**src/rtl/irq_pkg.sv**
```systemverilog
`timescale 1ns/1ps
package irq_pkg;
  parameter int XLEN = 32;

  localparam logic [XLEN-1:0] M_BITS   = XLEN'(32'h0000_0888);
  localparam logic [XLEN-1:0] S_BITS   = XLEN'(32'h0000_0222);
  localparam logic [XLEN-1:0] VS_BITS  = XLEN'(32'h0000_0444);
  localparam logic [XLEN-1:0] ALL_BITS = M_BITS | S_BITS | VS_BITS;
  localparam logic [XLEN-1:0] DLG_BITS = S_BITS | VS_BITS;
  localparam logic [XLEN-1:0] HW_BITS  = XLEN'(32'h0000_0EE0);
  localparam logic [XLEN-1:0] SIP_WR   = XLEN'(32'h0000_0103);
  localparam logic [XLEN-1:0] VSSIP_B  = XLEN'(32'h0000_0004);

  typedef enum logic [2:0] {
    SEL_MIE = 3'd0, SEL_MIP = 3'd1, SEL_DLG = 3'd2, SEL_SIE = 3'd3,
    SEL_SIP = 3'd4, SEL_HIE = 3'd5, SEL_HIP = 3'd6, SEL_RSV = 3'd7
  } viewSel_e;

  typedef enum logic [3:0] {
    RV_ZERO, RV_MIE, RV_MIP, RV_DLG, RV_SIE, RV_SIEV,
    RV_SIP, RV_SIPV, RV_HIE, RV_HIP
  } rdView_e;

  typedef struct packed {
    logic [XLEN-1:0] ieMask;
    logic [XLEN-1:0] ieData;
    logic [XLEN-1:0] dgMask;
    logic [XLEN-1:0] dgData;
    logic [XLEN-1:0] ipMask;
    logic [XLEN-1:0] ipData;
    logic            dgWr;
    rdView_e         rdView;
  } strobes_t;
endpackage

```
**src/rtl/irq_ctrl.sv**
```systemverilog
`timescale 1ns/1ps
module irq_ctrl
  import irq_pkg::*;
(
  input  logic            clk,
  input  logic            rstN,
  input  logic            accValid,
  input  logic [2:0]      accSel,
  input  logic [XLEN-1:0] wrData,
  input  logic [XLEN-1:0] wrMask,
  input  logic            virtOn,
  input  logic [XLEN-1:0] dgCur,
  output strobes_t        stb
);
  strobes_t raw;

  always_comb begin
    raw        = '0;
    raw.rdView = RV_ZERO;
    unique case (viewSel_e'(accSel))
      SEL_MIE: begin
        raw.rdView = RV_MIE;
        raw.ieMask = wrMask & ALL_BITS;
        raw.ieData = wrData;
      end
      SEL_MIP: begin
        raw.rdView = RV_MIP;
        raw.ipMask = wrMask;
        raw.ipData = wrData;
      end
      SEL_DLG: begin
        raw.rdView = RV_DLG;
        raw.dgMask = wrMask & DLG_BITS;
        raw.dgData = wrData;
        raw.dgWr   = 1'b1;
      end
      SEL_SIE: begin
        if (virtOn) begin
          raw.rdView = RV_SIEV;
          raw.ieMask = (wrMask << 1) & VS_BITS;
          raw.ieData = wrData << 1;
        end else begin
          raw.rdView = RV_SIE;
          raw.ieMask = wrMask & S_BITS;
          raw.ieData = wrData;
        end
      end
      SEL_SIP: begin
        if (virtOn) begin
          raw.rdView = RV_SIPV;
          raw.ipMask = ((wrMask & SIP_WR) << 1) & dgCur & VSSIP_B;
          raw.ipData = wrData << 1;
        end else begin
          raw.rdView = RV_SIP;
          raw.ipMask = wrMask & dgCur & SIP_WR;
          raw.ipData = wrData;
        end
      end
      SEL_HIE: begin
        raw.rdView = RV_HIE;
        raw.ieMask = wrMask & VS_BITS;
        raw.ieData = wrData;
      end
      SEL_HIP: begin
        raw.rdView = RV_HIP;
        raw.ipMask = wrMask & VS_BITS;
        raw.ipData = wrData;
      end
      default: raw.rdView = RV_ZERO;
    endcase
  end

  always_comb begin
    stb = raw;
    if (!accValid) begin
      stb.ieMask = '0;
      stb.dgMask = '0;
      stb.ipMask = '0;
      stb.dgWr   = 1'b0;
    end
  end


  reserved_quiet_chk: assert property (@(posedge clk) disable iff (!rstN)
    (accSel == 3'd7) |-> (stb.ieMask == '0 && stb.ipMask == '0 && !stb.dgWr));


  sie_virt_field_chk: assert property (@(posedge clk) disable iff (!rstN)
    (accSel == 3'd3 && virtOn) |-> ((stb.ieMask & ~VS_BITS) == '0));
endmodule

```
**src/rtl/irq_regs.sv**
```systemverilog
`timescale 1ns/1ps
module irq_regs
  import irq_pkg::*;
#(
  parameter bit HYP_EN = 1'b1
) (
  input  logic            clk,
  input  logic            rstN,
  input  strobes_t        stb,
  input  logic [XLEN-1:0] hwPend,
  input  logic [XLEN-1:0] hwClaim,
  output logic [XLEN-1:0] dgCur,
  output logic [XLEN-1:0] rdData,
  output logic [XLEN-1:0] ieVec,
  output logic [XLEN-1:0] ipVec
);
  localparam logic [XLEN-1:0] DG_FORCE = HYP_EN ? VS_BITS : '0;

  logic [XLEN-1:0] ieReg, dgReg, swPend;
  logic [XLEN-1:0] ipEffMask, pendView;

  assign ipEffMask = stb.ipMask & DLG_BITS & ~hwClaim;
  assign pendView  = swPend | (hwPend & HW_BITS);

  always_ff @(posedge clk) begin
    if (!rstN) begin
      ieReg  <= '0;
      dgReg  <= '0;
      swPend <= '0;
    end else begin
      ieReg  <= (ieReg & ~stb.ieMask) | (stb.ieData & stb.ieMask);
      swPend <= (swPend & ~ipEffMask) | (stb.ipData & ipEffMask);
      if (stb.dgWr)
        dgReg <= (dgReg & ~stb.dgMask) | (stb.dgData & stb.dgMask) | DG_FORCE;
    end
  end

  always_comb begin
    unique case (stb.rdView)
      RV_MIE:  rdData = ieReg;
      RV_MIP:  rdData = pendView;
      RV_DLG:  rdData = dgReg;
      RV_SIE:  rdData = ieReg & dgReg;
      RV_SIEV: rdData = (ieReg & dgReg & VS_BITS) >> 1;
      RV_SIP:  rdData = pendView & dgReg;
      RV_SIPV: rdData = (pendView & dgReg & VS_BITS) >> 1;
      RV_HIE:  rdData = ieReg & VS_BITS;
      RV_HIP:  rdData = pendView & VS_BITS;
      default: rdData = '0;
    endcase
  end

  assign dgCur = dgReg;
  assign ieVec = ieReg;
  assign ipVec = pendView;


  ie_outside_chk: assert property (@(posedge clk) disable iff (!rstN)
    $stable(ieReg & ~ALL_BITS));


  claim_hold_chk: assert property (@(posedge clk) disable iff (!rstN)
    (|hwClaim) |=> (((swPend ^ $past(swPend)) & $past(hwClaim)) == '0));


  mpend_fixed_chk: assert property (@(posedge clk) disable iff (!rstN)
    $stable(swPend & M_BITS));


  dg_nondeleg_chk: assert property (@(posedge clk) disable iff (!rstN)
    $stable(dgReg & ~DLG_BITS));

  generate
    if (HYP_EN) begin : g_force

      dg_force_chk: assert property (@(posedge clk) disable iff (!rstN)
        stb.dgWr |=> ((dgReg & VS_BITS) == VS_BITS));
    end
  endgenerate
endmodule

```
**src/rtl/irq_csr_file.sv**
```systemverilog
`timescale 1ns/1ps
module irq_csr_file
  import irq_pkg::*;
#(
  parameter bit HYP_EN = 1'b1
) (
  input  logic            clk,
  input  logic            rstN,
  input  logic            accValid,
  input  logic [2:0]      accSel,
  input  logic [XLEN-1:0] wrData,
  input  logic [XLEN-1:0] wrMask,
  input  logic            virtOn,
  input  logic [XLEN-1:0] hwPend,
  input  logic [XLEN-1:0] hwClaim,
  output logic [XLEN-1:0] rdData,
  output logic [XLEN-1:0] ieVec,
  output logic [XLEN-1:0] ipVec
);
  strobes_t        stb;
  logic [XLEN-1:0] dgCur;

  irq_ctrl u_ctrl (
    .clk(clk), .rstN(rstN), .accValid(accValid), .accSel(accSel),
    .wrData(wrData), .wrMask(wrMask), .virtOn(virtOn), .dgCur(dgCur), .stb(stb)
  );

  irq_regs #(.HYP_EN(HYP_EN)) u_regs (
    .clk(clk), .rstN(rstN), .stb(stb), .hwPend(hwPend), .hwClaim(hwClaim),
    .dgCur(dgCur), .rdData(rdData), .ieVec(ieVec), .ipVec(ipVec)
  );


  idle_hold_chk: assert property (@(posedge clk) disable iff (!rstN)
    !accValid |=> $stable(ieVec));
endmodule

```
**config.mk**
```make
export PLATFORM = sky130hd
export DESIGN_NAME = irq_csr_file
export DESIGN_NICKNAME = d
export VERILOG_FILES = /design/src/rtl/irq_pkg.sv /design/src/rtl/irq_ctrl.sv /design/src/rtl/irq_regs.sv /design/src/rtl/irq_csr_file.sv
export SDC_FILE = /design/constraint.sdc
export NUM_CORES = 1
export LEC_CHECK = 0
export BUFFER_PORTS_ARGS = -buffer_cell sky130_fd_sc_hd__buf_4
export CAP_MARGIN = 0
export CELL_PAD_IN_SITES_DETAIL_PLACEMENT = 1
export CELL_PAD_IN_SITES_GLOBAL_PLACEMENT = 1
export CORE_AREA = 2 2 106 108
export CTS_BUF_LIST = sky130_fd_sc_hd__clkbuf_4
export DETAILED_ROUTE_END_ITERATION = 10
export DIE_AREA = 0 0 108 110
export PLACE_DENSITY_LB_ADDON = 0.25
export SLEW_MARGIN = 20
export SYNTH_ARGS = -nofsm -noshare
export SYNTH_HDL_FRONTEND = slang
export SYNTH_SLANG_ARGS = --single-unit
```
**constraint.sdc**
```tcl
create_clock -name clk -period 1.7 [get_ports clk]
set_input_delay 0.34 -clock clk [delete_from_list [all_inputs] [get_ports clk]]
set_output_delay 0.34 -clock clk [all_outputs]
set_load 0.02 [all_outputs]
```
Yosys cells after proc, flatten, opt, wreduce, memory -nomap -nowiden
Index checks and enable logic that the tools add are counted.

storage, ports and cells
  register bits after elaboration = 96
  bits of input ports = 135

cells by class
  reduce and logical (&&, ||, !) cells = 1
  equality and inequality tests = 15
  multiplexer cells = 14
  bitwise operators = 19

operators by type and width
  operator                                       number
  one-hot mux 32 bit (9 select lines)            1
  AND 32 bit                                     8
  one-hot mux 44 bit (3 select lines)            1
  one-hot mux 43 bit (3 select lines)            1
  inverter 32 bit                                4
  OR 32 bit                                      3
  2-to-1 mux 43 bit                              2
  2-to-1 mux 32 bit                              2
  2-to-1 mux 41 bit                              1
  AND 11 x 32 -> 32 bit                          1
  OR 32 x 12 -> 32 bit                           1
  one-hot mux 4 bit (7 select lines)             1
  == test 4 x 3 -> 1 bit, second input constant  4
  2-to-1 mux 11 bit                              1
  AND 9 bit                                      1
  == test 3 bit, second input constant           3
  == test 4 x 2 -> 1 bit, second input constant  2
  == test 4 bit, second input constant           2
  == test 3 x 2 -> 1 bit, second input constant  2
  == test 4 x 1 -> 1 bit, second input constant  1
  2-to-1 mux 1 bit                               4
  AND 3 bit                                      1
  == test 3 x 1 -> 1 bit, second input constant  1
  zero test 3 bit                                1

Logic depth before layout (Yosys ltp)
Gate-level depths: netlist (run 1).

  depth in word-level cells = 8
  depth in mapped cells = 6
  depth with buffers taken out = 4

Hierarchy
A second synthesis (run 1) with hierarchy kept.

unflattened totals
  cell total of the unflattened synthesis = 799
  area total of the unflattened synthesis = 6,288.5 um^2

modules (own cells, without submodules)
  module    area each (um^2)  seq. area each (um^2)  cells an instance  times used
  irq_regs  3,853.7           1,361.3                428                1
  irq_ctrl  2,434.8           0.0                    371                1

Least setup slack after synthesis (run 1)
Ideal clock, no wire load.

  path kind = input -> output
  start = in accSel[0]
  end = out rdData[10]
  stages on the path = 6
  buffers on the path = 2
  slack = -0.070 ns
  data arrival time = 1.430 ns
  path through = buf_4 -> buf_2 -> and3b_1 -> a311o_1 -> nand2_1 -> o211ai_1

on the way
  longest elaborated chain between the ends = 4

ends and longest elaborated chain
  what                                     RTL line            text
  from (decl)                              irq_csr_file.sv:10  input logic [2:0] accSel,
  == test 3 bit (tied with other cells)    irq_ctrl.sv:20      unique case (viewSel_e'(accSel))
  one-hot mux 4 bit (7 select lines) (*)   irq_ctrl.sv:20
  == test 4 bit (tied with other cells)    irq_regs.sv:39      unique case (stb.rdView)
  one-hot mux 32 bit (9 select lines) (*)  irq_regs.sv:39
  to (decl)                                irq_csr_file.sv:16  output logic [XLEN-1:0] rdData,

Every way passes the cells marked *; elsewhere a longest branch is shown, timed or not.

Worst setup path in the final report (run 1)
  start = in accSel[1]
  end = out rdData[10]

Same word-level chain as after synthesis.

==> summary.txt, run 1 <==
Run status
  – Status: finished with violations
  – Violated checks: negative setup slack

STA
  – Slew Viols, Final: 0
  – Tcrit/Tclk final: 106%
  – Worst Max-Slew Pin Slew: 497 ps
  – Endpoints failing hold: 0
  – Clock Skews: 15.6 ps
  – Setup Viol. Count Final: 6
  – Setup slack after layout: -110 ps
  – Fmax: 552 MHz
  – Max-slew headroom at the worst pin: 66.4%
  – Final min period: 1810 ps
  – Hold WS: 254 ps
  – Unrepaired setup endpoints after global routing: true

Synthesis
  – Synth area leader: buf_4
  – Yosys Warn Count: 0
  – Mapped Area: 0.00201 mm2
  – Synth top area share: 28.4%
  – Post-synthesis async set-or-reset flop share: 0%
  – Post-synthesis cell count: 261
  – Synthesized flop and latch total: 19
  – Cell variety after synth: 50
  – Top post-synthesis cells by area: buf_4 (28%), dfxtp_1 (19%), mux2i_1 (5.5%), nand2_1 (3.9%), nor2_1 (3.7%)
  – Post-synth EDFFs: 0
  – Sequential-to-total area share from yosys stat: 18.9%
  – Top_reg_cell synth: dfxtp_1
  – Average cell area after synthesis: 7.69 um2

Global route
  – Number of global-route vias before repair: 1982
  – First-pass GRT wire length: 10500 um
  – Largest net degree at the start of global routing: 14
  – Grt total ovfl: 0
  – Initial antenna violation count: 0
  – Tot GR Track Use: 11.5%

Setup path
  – Startpoint types: input pin
  – Crit. End Element: output port
  – Minimum setup slack among reg-to-reg paths: 350 ps
  – Worst setup startpoint: accSel[1]
  – Worst Setup EP: rdData[10]
  – Worst Setup Path Type: in2out
  – CP max FO: 13
  – CP required: 1360 ps
  – Worst R2R Path Depth: 5
  – Worst Path Arrival: 1470 ps

Pwr
  – Worst VDD drop: 0.207 mV
  – Power Density: 461 mW/mm2
  – Leakage: 1.35 nW

Floorplanning
  – Starting Density: 18.8%
  – Chip width: 108 um
  – Die height: 110 um
  – Rows: 38
  – Core Region: 0.0107 mm2
  – Die area: 0.0119 mm2
  – Io pins: 231

Placed design
  – DPL Wire Length: 5680 um
  – Buffers on Ports: 63
  – GP Congestion: 0.824
  – Placed Cells: 484
  – Pre-CTS setup slack: -256 ps

Flow run
  – Max-capacitance violation count: 0

Clocking
  – Clk Latency, worst-skew pair: 330 ps
  – Clk buf depth: 2
  – Clk slew on worst S/H paths: 140 ps
  – CTS root buf: clkbuf_4
  – TritonCTS buffer count: 3
  – Clock tree sinks: 19
  – CTS tree: built
  – Cts-stage hold buffer count: 0
  – H-tree levels: 1

Finish
  – Final cell count without fillers: 494
  – Nets@finish: 490
  – Area growth syn-to-layout: 38.2%
  – Layout cell share with drive strength beyond 1: 37.9%
  – N_diodes: 0
  – Number of fill cells: 1336

Detailed routing
  – Iteration count of the initial detailed-routing pass: 4
  – Routed vias: 1946
  – Final antenna-violating net count: 0
  – Vias/cell: 3.94
  – Final wirelength: 6900 um
  – Routed wire per std cell: 14.0 um
  – DRC viols: 0
  – DR iter-0 viols: 66

Min path
  – Hold crit path type: in2reg
## cell usage in the layout, fill, tap and decap left out, types with 3 or more instances in the layout
master	count
a21oi_1	11
a2bb2oi_1	4
buf_4	100
clkbuf_4	3
conb_1	70
dfxtp_1	15
dfxtp_2	3
inv_1	8
mux2i_1	11
nand2_1	19
nand3_1	7
nand4b_1	3
nor2_1	18
nor2b_1	3
nor3_1	3
nor4b_1	3
o211ai_1	5
o21bai_1	4
o31ai_1	6
## power by group
| part | internal, W | switching, W |
|---|---|---|
| Sequential | 0.000454 | 0.0000110 |
| Clock | 0.0000901 | 0.000181 |
| Combinational | 0.000205 | 0.000338 |
## kinds of logic (layout without fill, tap and decap cells)
kind of cell | after synthesis | in the layout | synth area share, %
buffers and inverters | 95 | 119 | 32.3
AND/OR/NAND/NOR | 82 | 82 | 23.4
AO/OA/AOI/OAI | 53 | 53 | 19.6
flip-flops | 19 | 19 | 18.9
multiplexers | 11 | 11 | 5.48
other | 1 | 70 | 0.187
## worst min path at each step
stage	from	end	slack [ps]	depth (start not counted)
2_1_floorplan	flip-flop	flip-flop	440	2
3_3_place_gp	flip-flop	flip-flop	460	2
3_5_place_dp	flip-flop	flip-flop	470	2
4_1_cts	wrMask[3]	flip-flop	240	3
5_1_grt	wrMask[3]	flip-flop	250	3
6_report	wrMask[3]	flip-flop	250	3
## stage by stage
stage	total power, W	TNS [ps]	utilization, %	area [um2]
after floorplan	0.000902	-73.9	-	2290
after global placement	0.000981	-1830	24.1	2570
after detailed placement	0.000983	-1700	24.1	2570
after CTS	0.00129	-643	25.7	2750
after global routing	0.00136	-843	25.9	2780
final	0.00128	-469	25.9	2780
## cell type report
type	instances	area (um2)	area share, %
multi-input cells	216	1320	47.4
repair buffers	105	828	29.8
flip-flops and latches	19	388	14.0
well taps	140	175	6.31
inverters	10	37.5	1.35
clock buffers	3	22.5	0.812
clock inverters	1	7.51	0.271
## Yosys cell counts (3+ instances only)
cell,count
nand3_1,7
nor4_1,3
dfxtp_1,19
o211ai_1,5
nor3_1,4
clkbuf_1,3
a21oi_1,13
mux2i_1,11
a2bb2oi_1,4
nor2_1,20
buf_4,76
nor2b_1,4
o31ai_1,6
nor4b_1,3
buf_2,6
nand2_1,21
o21bai_1,4
nand4b_1,3
inv_1,8
## layer usage
layer	routed length, um	global-route usage (%)
met1	3100	14.7
met3	500	2.65
met2	3270	20.2
met5	0	0
met4	32	1.92
## critical path, cell delays in order
cell,delay (ps)
buf_8,130
or3b_4,400
o21a_1,160
o211ai_1,240
buf_4,190
## what timing repair did
item | in CTS | in global routing
buffers inserted | 6 | 0
resized for setup | 25 | 7
setup endpoints to repair | 6 | 6
pin swaps | 12 | 6
Note: power is estimated with default switching activity, not from simulation.
==> run 2: changes to the inputs <==
--- a/config.mk
+++ b/config.mk
@@ -7,7 +7,7 @@
 export LEC_CHECK = 0
 export BUFFER_PORTS_ARGS = -buffer_cell sky130_fd_sc_hd__buf_4
 export CAP_MARGIN = 0
-export CELL_PAD_IN_SITES_DETAIL_PLACEMENT = 1
+export CELL_PAD_IN_SITES_DETAIL_PLACEMENT = 0
 export CELL_PAD_IN_SITES_GLOBAL_PLACEMENT = 1
 export CORE_AREA = 2 2 106 108
 export CTS_BUF_LIST = sky130_fd_sc_hd__clkbuf_4
==> run 2 against run 1 <==
The flow still finishes with violations (negative setup slack). Combinational power grew 0.7%. Final cell count grew 0.61%. Flip-flop and latch count is the same. Register-to-register slack gained 30 ps. Largest cell class unchanged. Largest power group unchanged.
==> summary.txt, run 2 (synthesis results as in run 1) <==
STA
  – Endpoints failing hold: 0 (unchanged)
  – Final min period: 1800 ps (-12.6 ps)
  – Unrepaired setup endpoints after global routing: true
  – Setup slack after layout: -97.9 ps (+12.6 ps)
  – Hold WS: 261 ps (+6.18 ps)
  – Tcrit/Tclk final: 106% (-0.74 points)
  – Clock Skews: 12.3 ps (-3.30 ps)
  – Slew Viols, Final: 0 (unchanged)
  – Fmax: 556 MHz (+0.70%)
  – Setup Viol. Count Final: 6 (unchanged)

Clocking
  – Cts-stage hold buffer count: 0 (unchanged)
  – Clk slew on worst S/H paths: 140 ps (about the same)
  – Clock tree sinks: 19 (unchanged)
  – TritonCTS buffer count: 3 (unchanged)
  – Clk Latency, worst-skew pair: 320 ps (about the same)
  – Clk buf depth: 2 (unchanged)
  – H-tree levels: 1 (unchanged)
  – CTS tree: built
  – CTS root buf: clkbuf_4

Setup path
  – Worst path max stage delay: 390 ps (about the same)
  – Worst path slowest cell: or3b_4
  – Worst Setup Path Type: in2out
  – R2r startpoint: u_regs.dgCur[6]
  – Minimum setup slack among reg-to-reg paths: 380 ps (+30 ps)
  – Worst Path Arrival: 1460 ps (about the same)
  – Worst setup startpoint: accSel[1]
  – Startpoint types: input pin
  – Crit-path cells: buf_8, or3b_4, o21a_1, o211ai_1, buf_4
  – Worst R2R Path Depth: 6 (+1)
  – CP required: 1360 ps (about the same)
  – Crit. End Element: output port
  – CP max FO: 13 (unchanged)

Pwr
  – Leakage: 1.38 nW (+2.0%)
  – Power Density: 456 mW/mm2 (-1.2%)
  – Worst VDD drop: 0.232 mV (+12%)

Floorplanning
  – Chip width: 108 um (unchanged)
  – Core Region: 0.0107 mm2 (unchanged)
  – Rows: 38 (unchanged)
  – Starting Density: 18.8% (unchanged)
  – Io pins: 231 (unchanged)
  – Die area: 0.0119 mm2 (unchanged)
  – Die height: 110 um (unchanged)

Placed design
  – DP Area: 0.00257 mm2 (unchanged)
  – Placed Cells: 484 (unchanged)
  – DPL Wire Length: 5380 um (-5.2%)
  – Buffers on Ports: 63 (unchanged)
  – GP Congestion: 0.824 (unchanged)

Finish
  – Layout cell share with drive strength beyond 1: 38.4% (+0.52 points)
  – Final cell count without fillers: 497 (+0.61%)
  – Nets@finish: 493 (+0.61%)
  – Area growth syn-to-layout: 40.1%
  – Most frequent cells in the layout: buf_4 (102), conb_1 (70), nand2_1 (19)
  – Final Util: 26.3% (+0.36 points)
  – Most common cell after layout, fill and taps aside: buf_4
  – N_diodes: 0 (unchanged)
  – Fin area: 0.00281 mm2 (+1.4%)

Min path
  – Min-Delay Startpoint: wrMask[7]
  – Hold Path Depth: 3 (unchanged)
  – Hold crit path type: in2reg

Run status
  – Status: finished with violations
  – Violated checks: negative setup slack

Global route
  – Grt total ovfl: 0 (unchanged)
  – First-pass GRT wire length: 9720 um (-7.5%)
  – Largest net degree at the start of global routing: 14 (unchanged)
  – Tot GR Track Use: 10.7% (-0.82 points)
  – Number of global-route vias before repair: 1858 (-6.3%)
  – Initial antenna violation count: 0 (unchanged)

Detailed routing
  – Routed wire per std cell: 13.4 um (-3.9%)
  – Vias/cell: 3.95 (+0.26%)
  – Final antenna-violating net count: 0 (unchanged)
  – DRC viols: 0 (unchanged)
  – Final wirelength: 6670 um (-3.3%)
  – Iteration count of the initial detailed-routing pass: 4 (unchanged)
  – Routed vias: 1963 (+0.87%)
  – DR iter-0 viols: 77 (+17%)

Flow run
  – Max-capacitance violation count: 0 (unchanged)
run 2: changes by cell type in the layout (fill, tap and decap cells not counted), sizes merged:
cell | previous run | this run
clkbuf | 3 | 4
buf | 105 | 107
run 2: power breakdown:
part           switching, W  internal, W  leakage [nW]
logic              0.000337     0.000211          1.21
clock network      0.000179    0.0000900        0.0139
registers         0.0000106     0.000454         0.156
run 2: worst max-delay path by stage:
stage | endpoint | cells past startpoint | slack, ps
2_1_floorplan | rdData[10] | 4 | -30
3_3_place_gp | rdData[1] | 6 | -290
3_5_place_dp | rdData[1] | 6 | -260
4_1_cts | rdData[9] | 5 | -140
5_1_grt | rdData[5] | 5 | -190
6_report | rdData[10] | 5 | -100
run 2: worst max-delay path: cells and delay by family:
family	cells	cell delay (ps)
AO/OA/AOI/OAI	2	400
AND/OR/NAND/NOR	1	390
buffers and inverters	2	320
run 2: area by class of cell:
class / instances / area, um2
clock inverter: 1 / 7.51
fill: 1192 / 7880
clock buffer: 3 / 22.5
sequential: 19 / 389
inverter: 10 / 37.5
tap: 140 / 175
multi-input combinational: 216 / 1320
timing repair buffer: 108 / 863
run 2: timing repair:
action	4_1_cts	5_1_grt
gates cloned	0	1
pin swaps	9	7
setup endpoints to repair	6	6
buffers inserted	6	2
gates resized for setup	23	9
run 2: metrics by stage:
stage | TNS (ps) | setup WS [ps] | power, W
2_1_floorplan | -73.9 | -34.5 | 0.000902
3_3_place_gp | -1830 | -291 | 0.000981
3_5_place_dp | -1560 | -257 | 0.000982
4_1_cts | -634 | -141 | 0.00129
5_1_grt | -877 | -194 | 0.00136
6_report | -420 | -97.9 | 0.00128
run 2: routing by layer:
layer,vias to the layer above,global-route usage [%],share of wire (%)
met5,-,0,0
met2,96,18.7,47
met4,0,1.10,0.37
met1,893,13.9,45
met3,2,2.65,8.0
li1,972,-,-
==> run 3: changes to the inputs <==
--- a/config.mk
+++ b/config.mk
@@ -10,7 +10,6 @@
 export CELL_PAD_IN_SITES_DETAIL_PLACEMENT = 0
 export CELL_PAD_IN_SITES_GLOBAL_PLACEMENT = 1
 export CORE_AREA = 2 2 106 108
-export CTS_BUF_LIST = sky130_fd_sc_hd__clkbuf_4
 export DETAILED_ROUTE_END_ITERATION = 10
 export DIE_AREA = 0 0 108 110
 export PLACE_DENSITY_LB_ADDON = 0.25
==> run 3 against run 2 <==
Sequential share of layout area shrank 0.56 points. Sequential power barely moved. Largest power group unchanged. Global-route usage increased by 0.37 points. Utilization rose by 0.76 points. The flow still finishes with violations (negative setup slack). Register-to-register slack gained 30 ps. Non-clock buffer count is 2 higher. Clock-buffer cell count unchanged. Design area up 2.9%. Worst hold slack improved by 67 ps. Via count down 0.61%.
==> summary.txt, run 3 (synthesis results as in run 1) <==
Finish
  – N_diodes: 0 (unchanged)
  – Area growth syn-to-layout: 44.2%
  – Layout cell share with drive strength beyond 1: 37.9% (-0.49 points)
  – Nets@finish: 495 (+0.41%)
  – Most common cell after layout, fill and taps aside: buf_4
  – Most frequent cells in the layout: buf_4 (101), conb_1 (70), nand2_1 (19)
  – Number of fill cells: 1180 (-1.0%)

Detailed routing
  – DR iter-0 viols: 55 (-29%)
  – Final wirelength: 6820 um (+2.2%)
  – Routed vias: 1951 (-0.61%)
  – Final antenna-violating net count: 0 (unchanged)
  – Iteration count of the initial detailed-routing pass: 4 (unchanged)
  – DRC viols: 0 (unchanged)
  – Vias/cell: 3.91 (-1.0%)
  – Routed wire per std cell: 13.7 um (+1.8%)

Setup path
  – Crit. End Element: output port
  – CP max FO: 7 (-6)
  – Worst path slowest cell: or3_1
  – Startpoint types: input pin
  – Crit-path cells: buf_12, nor3b_4, a21oi_1, or3_1, o211ai_1, buf_4
  – Worst Path Arrival: 1440 ps (-20 ps)
  – Worst path max stage delay: 310 ps (-80 ps)
  – Worst Setup Path Type: in2out
  – CP required: 1360 ps (about the same)

Clocking
  – H-tree levels: 1 (unchanged)
  – Cts-stage hold buffer count: 0 (unchanged)
  – TritonCTS buffer count: 3 (unchanged)
  – Clock tree sinks: 19 (unchanged)
  – Clk Latency, worst-skew pair: 270 ps (-50 ps)
  – CTS tree: built
  – Clk slew on worst S/H paths: 90 ps (-50 ps)
  – CTS root buf: clkbuf_8
  – Clk buf depth: 2 (unchanged)

Placed design
  – Buffers on Ports: 63 (unchanged)
  – GP Congestion: 0.824 (unchanged)
  – DPL Wire Length: 5380 um (unchanged)

Floorplanning
  – Die area: 0.0119 mm2 (unchanged)
  – Rows: 38 (unchanged)
  – Die height: 110 um (unchanged)
  – Io pins: 231 (unchanged)
  – Core Region: 0.0107 mm2 (unchanged)
  – Chip width: 108 um (unchanged)
  – Starting Density: 18.8% (unchanged)

STA
  – Unrepaired setup endpoints after global routing: true
  – Slew Viols, Final: 0 (unchanged)
  – Fmax: 563 MHz (+1.2%)
  – Final min period: 1780 ps (-21.0 ps)
  – Tcrit/Tclk final: 105% (-1.2 points)
  – Setup Viol. Count Final: 6 (unchanged)
  – Endpoints failing hold: 0 (unchanged)
  – Setup slack after layout: -76.9 ps (+21.0 ps)
  – Clock Skews: 4.82 ps (-7.50 ps)
  – Hold WS: 328 ps (+67.2 ps)

Global route
  – Largest net degree at the start of global routing: 13 (-1)
  – Number of global-route vias before repair: 1868 (+0.54%)
  – Initial antenna violation count: 0 (unchanged)
  – Grt total ovfl: 0 (unchanged)
  – Tot GR Track Use: 11.1% (+0.37 points)
  – First-pass GRT wire length: 10000 um (+2.8%)

Min path
  – Hold crit path type: in2reg

Flow run
  – Max-capacitance violation count: 0 (unchanged)

Run status
  – Violated checks: negative setup slack
  – Status: finished with violations

Pwr
  – Power Density: 479 mW/mm2 (+5.1%)
  – Pwr Total: 0.00139 W (+8.2%)
  – Leakage: 1.41 nW (+2.4%)
  – Worst VDD drop: 0.324 mV (+40%)
[run 3: cell count changes in the layout (fill, tap and decap cells not counted), moves of 2 or more]
| cell | before | now |
|---|---|---|
| buf_12 | 1 | 4 |
| dfxtp_2 | 4 | 0 |
| buf_8 | 2 | 0 |
| clkbuf_4 | 3 | 0 |
| buf_16 | 0 | 2 |
| clkbuf_8 | 0 | 3 |
| dfxtp_1 | 14 | 18 |
[run 3: worst paths after layout]
kind                                start         to  slack [ps]  cells after the start
worst max-delay path               virtOn  rdData[5]         -80                      6
worst min-delay path            wrMask[7]  flip-flop         330                      3
worst max register to register  flip-flop  flip-flop         410                      5
worst min register to register  flip-flop  flip-flop         480                      2
[run 3: layout make-up]
cell class | count | area [um2] | share of cell area, %
tap | 140 | 175 | 6.05
sequential | 19 | 384 | 13.3
timing repair buffer | 110 | 927 | 32.0
clock buffer | 3 | 41.3 | 1.43
multi-input combinational | 216 | 1320 | 45.7
clock inverter | 1 | 7.51 | 0.259
inverter | 10 | 37.5 | 1.30
[run 3: where the power goes]
part           switching, W  total, W  internal [W]  leakage, nW
clock              0.000187  0.000353      0.000166       0.0217
combinational      0.000341  0.000569      0.000228         1.23
sequential        0.0000108  0.000464      0.000454        0.154
total              0.000539   0.00139      0.000847         1.41
[run 3: metal layers]
layer | vias to the layer above | GRT usage [%] | wire (um)
met4 | 0 | 1.19 | 25
met1 | 882 | 14.6 | 3050
li1 | 976 | - | -
met3 | 2 | 2.53 | 498
met2 | 91 | 19.1 | 3240
met5 | - | 0 | 0
[run 3: critical path: cells and delay by family]
family / cells / cell delay, ps
AOI/OAI and AO/OA: 2 / 220
buffers and inverters: 2 / 300
and+or+nand+nor: 2 / 570
[run 3: stage by stage]
step / instance area, um2 / utilization [%] / TNS (ps) / std cells / setup slack, ps
final: 2900 / 27.1 / -290 / 499 / -76.9
after global routing: 2900 / 27.1 / -540 / 499 / -148
after CTS: 2870 / 26.9 / -322 / 499 / -104
after detailed placement: 2570 / 24.1 / -1560 / 484 / -257
after global placement: 2570 / 24.1 / -1830 / 484 / -291
after floorplan: 2290 / - / -73.9 / 330 / -34.5
[run 3: timing repair]
action | in CTS | in global routing
setup buffers | 9 | 0
endpoints found under the setup margin | 6 | 6
pin swaps | 17 | 1
cloned | 2 | 0
resized for setup | 33 | 4
